### src/rtl/piso_pkg.sv
package piso_pkg;

    localparam int PISO_W = 8;

    typedef struct packed {
        logic mode;
        logic clk_or;
        logic ser;
    } ctrl_t;

    function automatic logic [PISO_W-1:0] shift_one(
        input logic [PISO_W-1:0] cur,
        input logic              bit_in
    );
        return {cur[PISO_W-2:0], bit_in};
    endfunction

endpackage

### src/rtl/piso_in_sync.sv
module piso_in_sync
    import piso_pkg::*;
#(
    parameter int W     = PISO_W,
    parameter int N_CLK = 2
) (
    input  logic             clk,
    input  logic             rst,
    input  logic [W-1:0]     par_raw,
    input  logic             mode_raw,
    input  logic [N_CLK-1:0] clks_raw,
    input  logic             ser_raw,
    output logic [W-1:0]     par_q,
    output ctrl_t            ctrl_q
);
    logic [N_CLK-1:0] clk_reg;
    logic [N_CLK:0]   or_chain;

    always_ff @(posedge clk) begin
        if (rst) begin
            par_q       <= '0;
            ctrl_q.mode <= 1'b0;
            ctrl_q.ser  <= 1'b0;
            clk_reg     <= '0;
        end else begin
            par_q       <= par_raw;
            ctrl_q.mode <= mode_raw;
            ctrl_q.ser  <= ser_raw;
            clk_reg     <= clks_raw;
        end
    end

    assign or_chain[0] = 1'b0;
    for (genvar i = 0; i < N_CLK; i++) begin : g_or
        assign or_chain[i+1] = or_chain[i] | clk_reg[i];
    end
    assign ctrl_q.clk_or = or_chain[N_CLK];

endmodule

### src/rtl/piso_edge_det.sv
module piso_edge_det (
    input  logic clk,
    input  logic rst,
    input  logic lvl,
    output logic rise
);
    logic lvl_prev;

    always_ff @(posedge clk) begin
        if (rst) lvl_prev <= 1'b0;
        else     lvl_prev <= lvl;
    end

    assign rise = lvl & ~lvl_prev;

    a_r5_single_rise: assert property (@(posedge clk) disable iff (rst)
        rise |=> !rise);

endmodule

### src/rtl/piso_stages.sv
module piso_stages
    import piso_pkg::*;
#(
    parameter int W = PISO_W
) (
    input  logic         clk,
    input  logic         rst,
    input  logic [W-1:0] par,
    input  logic         mode,
    input  logic         ser,
    input  logic         step,
    output logic [W-1:0] stages
);
    always_ff @(posedge clk) begin
        if (rst)       stages <= '0;
        else if (!mode) stages <= par;
        else if (step)  stages <= {stages[W-2:0], ser};
    end

    a_r2_load_copies: assert property (@(posedge clk) disable iff (rst)
        !mode |=> stages == $past(par));
    a_r4_hold_without_edge: assert property (@(posedge clk) disable iff (rst)
        (mode && !step) |=> $stable(stages));
    a_r8_shift_order: assert property (@(posedge clk) disable iff (rst)
        (mode && step) |=> stages == shift_one($past(stages), $past(ser)));
    a_r1_reset_clears: assert property (@(posedge clk)
        rst |=> stages == '0);

endmodule

### src/rtl/piso_shifter.sv
module piso_shifter
    import piso_pkg::*;
#(
    parameter int WIDTH = PISO_W
) (
    input  logic             clk,
    input  logic             rst,
    input  logic [WIDTH-1:0] par_in,
    input  logic             mode_shift,
    input  logic             clk_a,
    input  logic             clk_b,
    input  logic             ser_in,
    output logic             q_out,
    output logic             q_out_n
);
    localparam int LAST = WIDTH - 1;

    logic [WIDTH-1:0] par_s;
    ctrl_t            ctrl_s;
    logic             step;
    logic [WIDTH-1:0] stages;

    piso_in_sync #(.W(WIDTH), .N_CLK(2)) u_sync (
        .clk      (clk),
        .rst      (rst),
        .par_raw  (par_in),
        .mode_raw (mode_shift),
        .clks_raw ({clk_b, clk_a}),
        .ser_raw  (ser_in),
        .par_q    (par_s),
        .ctrl_q   (ctrl_s)
    );

    piso_edge_det u_edge (
        .clk  (clk),
        .rst  (rst),
        .lvl  (ctrl_s.clk_or),
        .rise (step)
    );

    piso_stages #(.W(WIDTH)) u_stages (
        .clk    (clk),
        .rst    (rst),
        .par    (par_s),
        .mode   (ctrl_s.mode),
        .ser    (ctrl_s.ser),
        .step   (step),
        .stages (stages)
    );

    assign q_out   = stages[LAST];
    assign q_out_n = ~stages[LAST];

    a_r9_load_latency: assert property (@(posedge clk) disable iff (rst)
        (!ctrl_s.mode && !$past(rst)) |=> q_out == $past(par_in[LAST], 2));
    a_r6_no_step_while_held: assert property (@(posedge clk) disable iff (rst)
        ($past(ctrl_s.clk_or) && ctrl_s.clk_or) |-> !step);

endmodule

### config.mk
export PLATFORM = sky130hd
export DESIGN_NAME = piso_shifter
export DESIGN_NICKNAME = d
export VERILOG_FILES = /design/src/rtl/piso_pkg.sv /design/src/rtl/piso_in_sync.sv /design/src/rtl/piso_edge_det.sv /design/src/rtl/piso_stages.sv /design/src/rtl/piso_shifter.sv
export SDC_FILE = /design/constraint.sdc
export NUM_CORES = 1
export LEC_CHECK = 0
export BUFFER_PORTS_ARGS = -buffer_cell sky130_fd_sc_hd__buf_2
export CORE_AREA = 2 2 45 47
export DETAILED_ROUTE_END_ITERATION = 6
export DIE_AREA = 0 0 47 49
export PLACE_DENSITY = 0.69
export SLEW_MARGIN = 15
export SYNTH_ARGS = -nofsm -noshare
export SYNTH_HDL_FRONTEND = slang
export SYNTH_HIERARCHICAL = 1
export SYNTH_SLANG_ARGS = --single-unit
### constraint.sdc
create_clock -name clk -period 1.2 [get_ports clk]
set_clock_uncertainty 0.1 [all_clocks]
set_input_delay 0.06 -clock clk [delete_from_list [all_inputs] [get_ports clk]]
set_output_delay 0.06 -clock clk [all_outputs]
set_load 0.02 [all_outputs]
==> metrics.md, run 1 <==
| Metric | Value |
|---|---|
| Crit path kind | flop to flop |
| Antenna-violating nets left | 0 |
| Final TNS setup | -0.474 ns |
| Count of cell types in the netlist | 13 |
| Max VDD drop | around 0.00077 V |
| Routed WL per cell | roughly 9.7 microns |
| F_max | 778 MHz |
| Biggest area consumer among synthesized cells | dfxtp_1 |
| Worst Max-Slew Pin Slew | about 0.38 ns |
| Adder-cell area share of the yosys netlist | 0% |
| R2R Setup Slk | -0.09 ns |
| Fin crit period | around 1.3 ns |
| Antenna diodes | 0 |
| Vias in the first global route | around 500 |
| Initial Utilization | a little over two fifths |
| Clk_lat worst skew | 0.29 ns |
| Max-cap viol count | 0 |
| Failing checks | negative setup slack |
| Critical path origin | u_sync/clk_reg[1] |
| Pins Over Slew Limit | 0 |
| Worst min path class | input pin to flop |
| Clock Sinks | 21 |
| Total Wirelength | around 1200 microns |
| Largest net degree at the start of global routing | 17 |
| Syn nets | 80 |
| Cell Rows | 16 |
| Wire length on met1 | around 500 microns |
| XOR/XNOR share of the synthesized area | 0% |
| # IOs | 16 |
| Worst Path Required | between 1 and 1.5 ns |
| DRC violations left | 0 |
| Flops & latches, synth | 21 |
| CTS tree | yes |
| Critical Path Start Type | flop |
| Worst r2r src | u_sync/clk_reg[1] |
| Initial drt markers | 6 |
| PnR worst setup slack | -0.0852 ns |
| Global-route wire length before repair | slightly above 2000 microns |
| Lkg Pwr | about 0.44 nW |
| Width of the chip | approximately 47 microns |
| Clock root buffer | clkbuf_4 |
| Vias post-DR | approximately 500 |
| CP Max Fanout | 8 |
| Syn avg cell area | 12.0 sq um |
| Setup Slack @ Placement | -0.0584 ns |
| Tcrit/Tclk final | 107% |
| Via-to-Cell Ratio | a little over 4 |
| Relative slew margins | about three quarters |
| Status | finished with violations |
| Share of the synthesized area in the top cell type | between 50% and 60% |
| Syn. warnings | 6 |
| Complex-gate fraction of the synthesized area | under 10% |
| Share of cells above drive strength 1 | 39.4% |
| Initial antenna violation count | 0 |
| IO buf count | 15 |
| Core area | 1840 sq um |
| Pwr per Cell Area | about 1200 nW/um^2 |
| Final Cell Area | approximately 1000 sq um |
| R2r endpoint | u_stages/stages[7] |
| CTS Buf Count | 3 |
| Synth-to-Final Area Change | 30.4% |
| Total congestion overflow | 0 |
| Sequential area share after synthesis | 53.0% |
| GPL Wtd Cong | a little under 0.7 |
| GRT Overall Usage | roughly an eighth |
| Final Hold Vio Count | 0 |
| Synth Cell Area | 793 sq um |
| Hold_ws | 0.0529 ns |
| H-tree depth reported by CTS | 1 |
| Critical path arrival | around 1.4 ns |
| Dpl cells | ~110 |
| Fin cells | 121 |
| Die area | ~2300 sq um |
| Worst reg2reg path depth | 4 |
| Clock buffer depth | 2 |
| Largest family of logic cells by synthesized area | simple AND/OR/NAND/NOR gates |
| Top routing layer used | met4 |
| Placed cell areas | approximately 890 sq um |
| DIE HEIGHT | 49 microns |
| Setup crit end kind | flop |
| Synth area leaders | dfxtp_1, mux2i_1, nor2b_2, nor2b_4, a211oi_1 |
| Final HPWL from detailed placement | between 700 and 800 microns |
| Drt pass-1 iters | 4 |
| Met2 Routed Length | approximately 620 microns |
| Wire length on met3 | about 35 microns |
| Final setup fails | 8 |
| Layout Nets | between 100 and 150 |
| Crit path to | u_stages/stages[7] |
| Mux contribution to synthesized area | 10.1% |
| RSZ-0062 raised after global routing | true |
| Worst-path clk slew | about 0.1 ns |
| Synth Instances | 66 |
| Post-Synth Simple-Gate Area | 22.6% |
| Largest registers | u_stages/stages: 8 flops, u_sync/par_q: 8 flops |
synth_stat cells:
cell type,n
a211oi_1,7
buf_6,3
nor2_1,8
or2_2,1
mux2i_1,8
nor2b_4,4
and2b_2,2
inv_1,1
nor2b_2,8
a211oi_2,1
buf_1,1
buf_4,1
dfxtp_1,21
power by group:
part	total (mW)	leakage, nW	switching (mW)	internal [mW]
combinational	0.184	0.247	0.0734	0.110
clock	0.316	0.0150	0.187	0.129
sequential	0.753	0.175	0.0152	0.738
total	1.25	0.437	0.276	0.978
what timing repair did:
| item | in CTS | in global routing |
|---|---|---|
| gates cloned | 0 | 0 |
| setup endpoints to repair | 8 | 8 |
| endpoints found under the hold margin | 12 | 0 |
| setup buffers | 0 | 0 |
| gates resized for setup | 0 | 1 |
| pin swaps | 0 | 1 |
| hold buffers | 12 | 0 |
through the flow:
step | util (%) | power (mW)
floorplan | - | 0.888
global placement | 48.2 | 0.919
detailed placement | 48.2 | 0.923
CTS | 56.1 | 1.27
global route | 56.2 | 1.33
finish | 56.2 | 1.25
worst max-delay path, stage by stage, from the launching register on:
cell      delay (ns)
dfxtp_1         0.32
or2_4           0.11
nor2b_4         0.28
mux2i_1         0.26
a211oi_1        0.09
cells by family (layout without fill, tap and decap cells):
kind of cell / after synthesis / after routing
buf+inv: 6 / 34
compound gates: 8 / 8
simple gates: 23 / 23
mux: 8 / 8
flops: 21 / 21
worst min path at each step:
stage	from	to	slack, ns	depth (start not counted)
finish	rst	u_sync/clk_reg[0]	0.05	2
global route	rst	u_edge/lvl_prev	0.05	2
CTS	rst	u_sync/clk_reg[0]	0.05	2
detailed placement	par_in[1]	u_sync/par_q[1]	0.17	2
global placement	par_in[1]	u_sync/par_q[1]	0.17	2
floorplan	rst	u_edge/lvl_prev	0.02	1
cell usage in the layout (no fill, tap or decap), drive strengths merged:
master | Yosys | final
and2b | 2 | 2
dfxtp | 21 | 21
nor2b | 12 | 12
dlygate4sd3 | 0 | 12
a211oi | 8 | 8
buf | 5 | 17
nor2 | 8 | 8
inv | 1 | 1
mux2i | 8 | 8
clkbuf | 0 | 4
or2 | 1 | 1
layout make-up:
class / instances / area, sq um
inverter: 1 / 3.75
timing repair buffer: 29 / 223
clock buffer: 4 / 26.3
multi-input combinational: 39 / 327
sequential: 21 / 422
tap: 27 / 33.8
fill: 162 / 807
routing by layer:
metal	vias up	track usage, %
met1	217	14.7
li1	272	-
met5	-	0
met3	2	2.22
met2	11	20.3
met4	0	8.33
(Power assumes the default switching activity.)
==> run 2, diff against run 1 <==
- CTS_BUF_LIST: not set -> sky130_fd_sc_hd__clkbuf_4 sky130_fd_sc_hd__clkbuf_8
==> run 2 against run 1 <==
- the run still ends with negative setup slack left
- sequential power about the same
- routed wire length about the same
- count of clock-buffer cells in the layout did not move
- sequential cell count unchanged
- worst setup slack about the same
- hold slack about the same
- combinational power barely moved
- via count stayed put
- register-to-register slack is essentially flat
- fmax is essentially flat
- cell count stayed put
- sequential share of layout area fell by 0.15 points
- critical endpoint unchanged
==> metrics.md, run 2 (same netlist as run 1, synthesis figures left out) <==
| Metric | Value |
|---|---|
| Most common cell after layout, fill and taps aside | dfxtp_1 |
| Crit path to | u_stages/stages[7] |
| R2r endpoint | u_stages/stages[7] |
| Layout Nets | 109 (unchanged) |
| GPL Wtd Cong | 0.678 (unchanged) |
| Final HPWL from detailed placement | 753 microns (unchanged) |
| Total Wirelength | 1170 microns (about the same) |
| H-tree depth reported by CTS | 1 (unchanged) |
| Tcrit/Tclk final | 107% (about the same) |
| Max VDD drop | 0.000771 V (about the same) |
| Worst Max-Slew Pin Slew | 0.377 ns (-0.000792 ns) |
| Final TNS setup | -0.472 ns (+0.00135 ns) |
| Design Power | 1.28 mW (+1.8%) |
| Die area | 2300 sq um (unchanged) |
| Vias post-DR | 502 (unchanged) |
| DIE HEIGHT | 49 microns (unchanged) |
| Lkg Pwr | 0.440 nW (+0.78%) |
| Antenna diodes | 0 (unchanged) |
| Register share of total power | 59.0% (-1.1 points) |
| Clock root buffer | clkbuf_4 |
| Clock buffer depth | 2 (unchanged) |
| Worst-path clk slew | 0.10 ns (about the same) |
| Fin crit period | 1.29 ns (-0.0000504 ns) |
| Largest registers | u_stages/stages: 8 flops, u_sync/par_q: 8 flops |
| Worst min path class | input pin to flop |
| Clock power frac | 26.6% (+1.4 points) |
| CTS Buf Count | 3 (unchanged) |
| Critical path origin | u_sync/clk_reg[1] |
| Commonest non-fill, non-tap cells in the layout | dfxtp_1, buf_2, dlygate4sd3_1 |
| Initial drt markers | 6 (unchanged) |
| Core area | 1840 sq um (unchanged) |
| P_int | 1.00 mW (+2.3%) |
| Antenna-violating nets left | 0 (unchanged) |
| Critical path arrival | 1.36 ns (about the same) |
| Post-layout utilization of the core | 56.4% (+0.20 points) |
| Initial antenna violation count | 0 (unchanged) |
| Worst reg2reg path depth | 4 (unchanged) |
| Switching part of the total | 21.6% (-0.37 points) |
| Synth-to-Final Area Change | 30.9% |
| Worst Path Required | 1.27 ns (about the same) |
| Width of the chip | 47 microns (unchanged) |
| Setup crit end kind | flop |
| Drt pass-1 iters | 4 (unchanged) |
| Failing checks | negative setup slack |
| Pins Over Slew Limit | 0 (unchanged) |
| Final Hold Vio Count | 0 (unchanged) |
| CP Max Fanout | 8 (unchanged) |
| Initial Utilization | 43.1% (unchanged) |
| Status | finished with violations |
| IO buf count | 15 (unchanged) |
| Max-cap viol count | 0 (unchanged) |
| PnR worst setup slack | -0.0851 ns (+0.0000504 ns) |
| Routed WL per cell | 9.66 microns (about the same) |
| Setup Slack @ Placement | -0.0584 ns (unchanged) |
| Clk_lat worst skew | 0.29 ns (about the same) |
| Pwr per Cell Area | 1230 nW/um^2 (+1.5%) |
| Worst r2r src | u_sync/clk_reg[1] |
| Clock Sinks | 21 (unchanged) |
| Global-route wire length before repair | 2080 microns (unchanged) |
| Final setup fails | 8 (unchanged) |
| Gate power share | 14.4% (-0.2 points) |
| Via-to-Cell Ratio | 4.15 (unchanged) |
| Total congestion overflow | 0 (unchanged) |
| # IOs | 16 (unchanged) |
| Share of cells above drive strength 1 | 40.4% (+1.1 points) |
| CTS tree | yes |
| Cell Rows | 16 (unchanged) |
| DRC violations left | 0 (unchanged) |
| RSZ-0062 raised after global routing | true |
| F_max | 778 MHz (about the same) |
| NetSw | 0.276 mW (+0.14%) |
| Largest net degree at the start of global routing | 17 (unchanged) |
| R2R Setup Slk | -0.09 ns (about the same) |
| Critical Path Start Type | flop |
| GRT Overall Usage | 12.7% (unchanged) |
| Crit path kind | flop to flop |
| Vias in the first global route | 499 (unchanged) |
| Relative slew margins | 74.9% (about the same) |
-- run 2: how the worst min path moves through the flow --
stage                    from                end  depth (start not counted)
global route              rst    u_sync/par_q[2]                          2
floorplan                 rst    u_edge/lvl_prev                          1
CTS                       rst  u_sync/clk_reg[0]                          2
global placement    par_in[1]    u_sync/par_q[1]                          2
finish                    rst  u_sync/clk_reg[0]                          2
detailed placement  par_in[1]    u_sync/par_q[1]                          2
-- run 2: power by group through the flow --
stage,Sequential [mW],Clock (mW),Combinational (mW)
6_report,0.753,0.339,0.184
5_1_grt,0.758,0.389,0.202
4_1_cts,0.754,0.353,0.184
3_5_place_dp,0.770,0,0.153
3_3_place_gp,0.770,0,0.150
2_1_floorplan,0.769,0,0.119
-- run 2: critical path: stages (launching register included) --
cell	delay, ns
dfxtp_1	0.32
or2_4	0.11
nor2b_4	0.28
mux2i_1	0.26
a211oi_1	0.09
-- run 2: metrics by stage --
step                      instances  hold slack (ns)  area, sq um
after floorplan                  66           0.0243          796
after CTS                       121           0.0460         1040
after global placement          105            0.168          887
final                           121           0.0524         1040
after global routing            121           0.0474         1040
after detailed placement        105            0.175          887
-- run 2: layout make-up --
cell class	count	area (sq um)
timing repair buffer	29	223
tap	27	33.8
multi-input combinational	39	327
inverter	1	3.75
sequential	21	422
fill	160	803
clock buffer	4	30.0
-- run 2: what timing repair did --
action	in CTS	in global routing
endpoints found under the hold margin	12	0
pin swaps	0	1
hold buffers	12	0
resized for setup	0	1
buffers inserted	0	0
setup endpoints to repair	8	8
-- run 2: layer usage --
metal  global-route usage [%]  vias to the layer above  share of wire, %
met5                        0                        -                 0
met4                     8.33                        0               1.1
met3                     2.22                        2               3.0
met2                     20.3                       11                53
met1                     14.7                      217                42
li1                         -                      272                 -
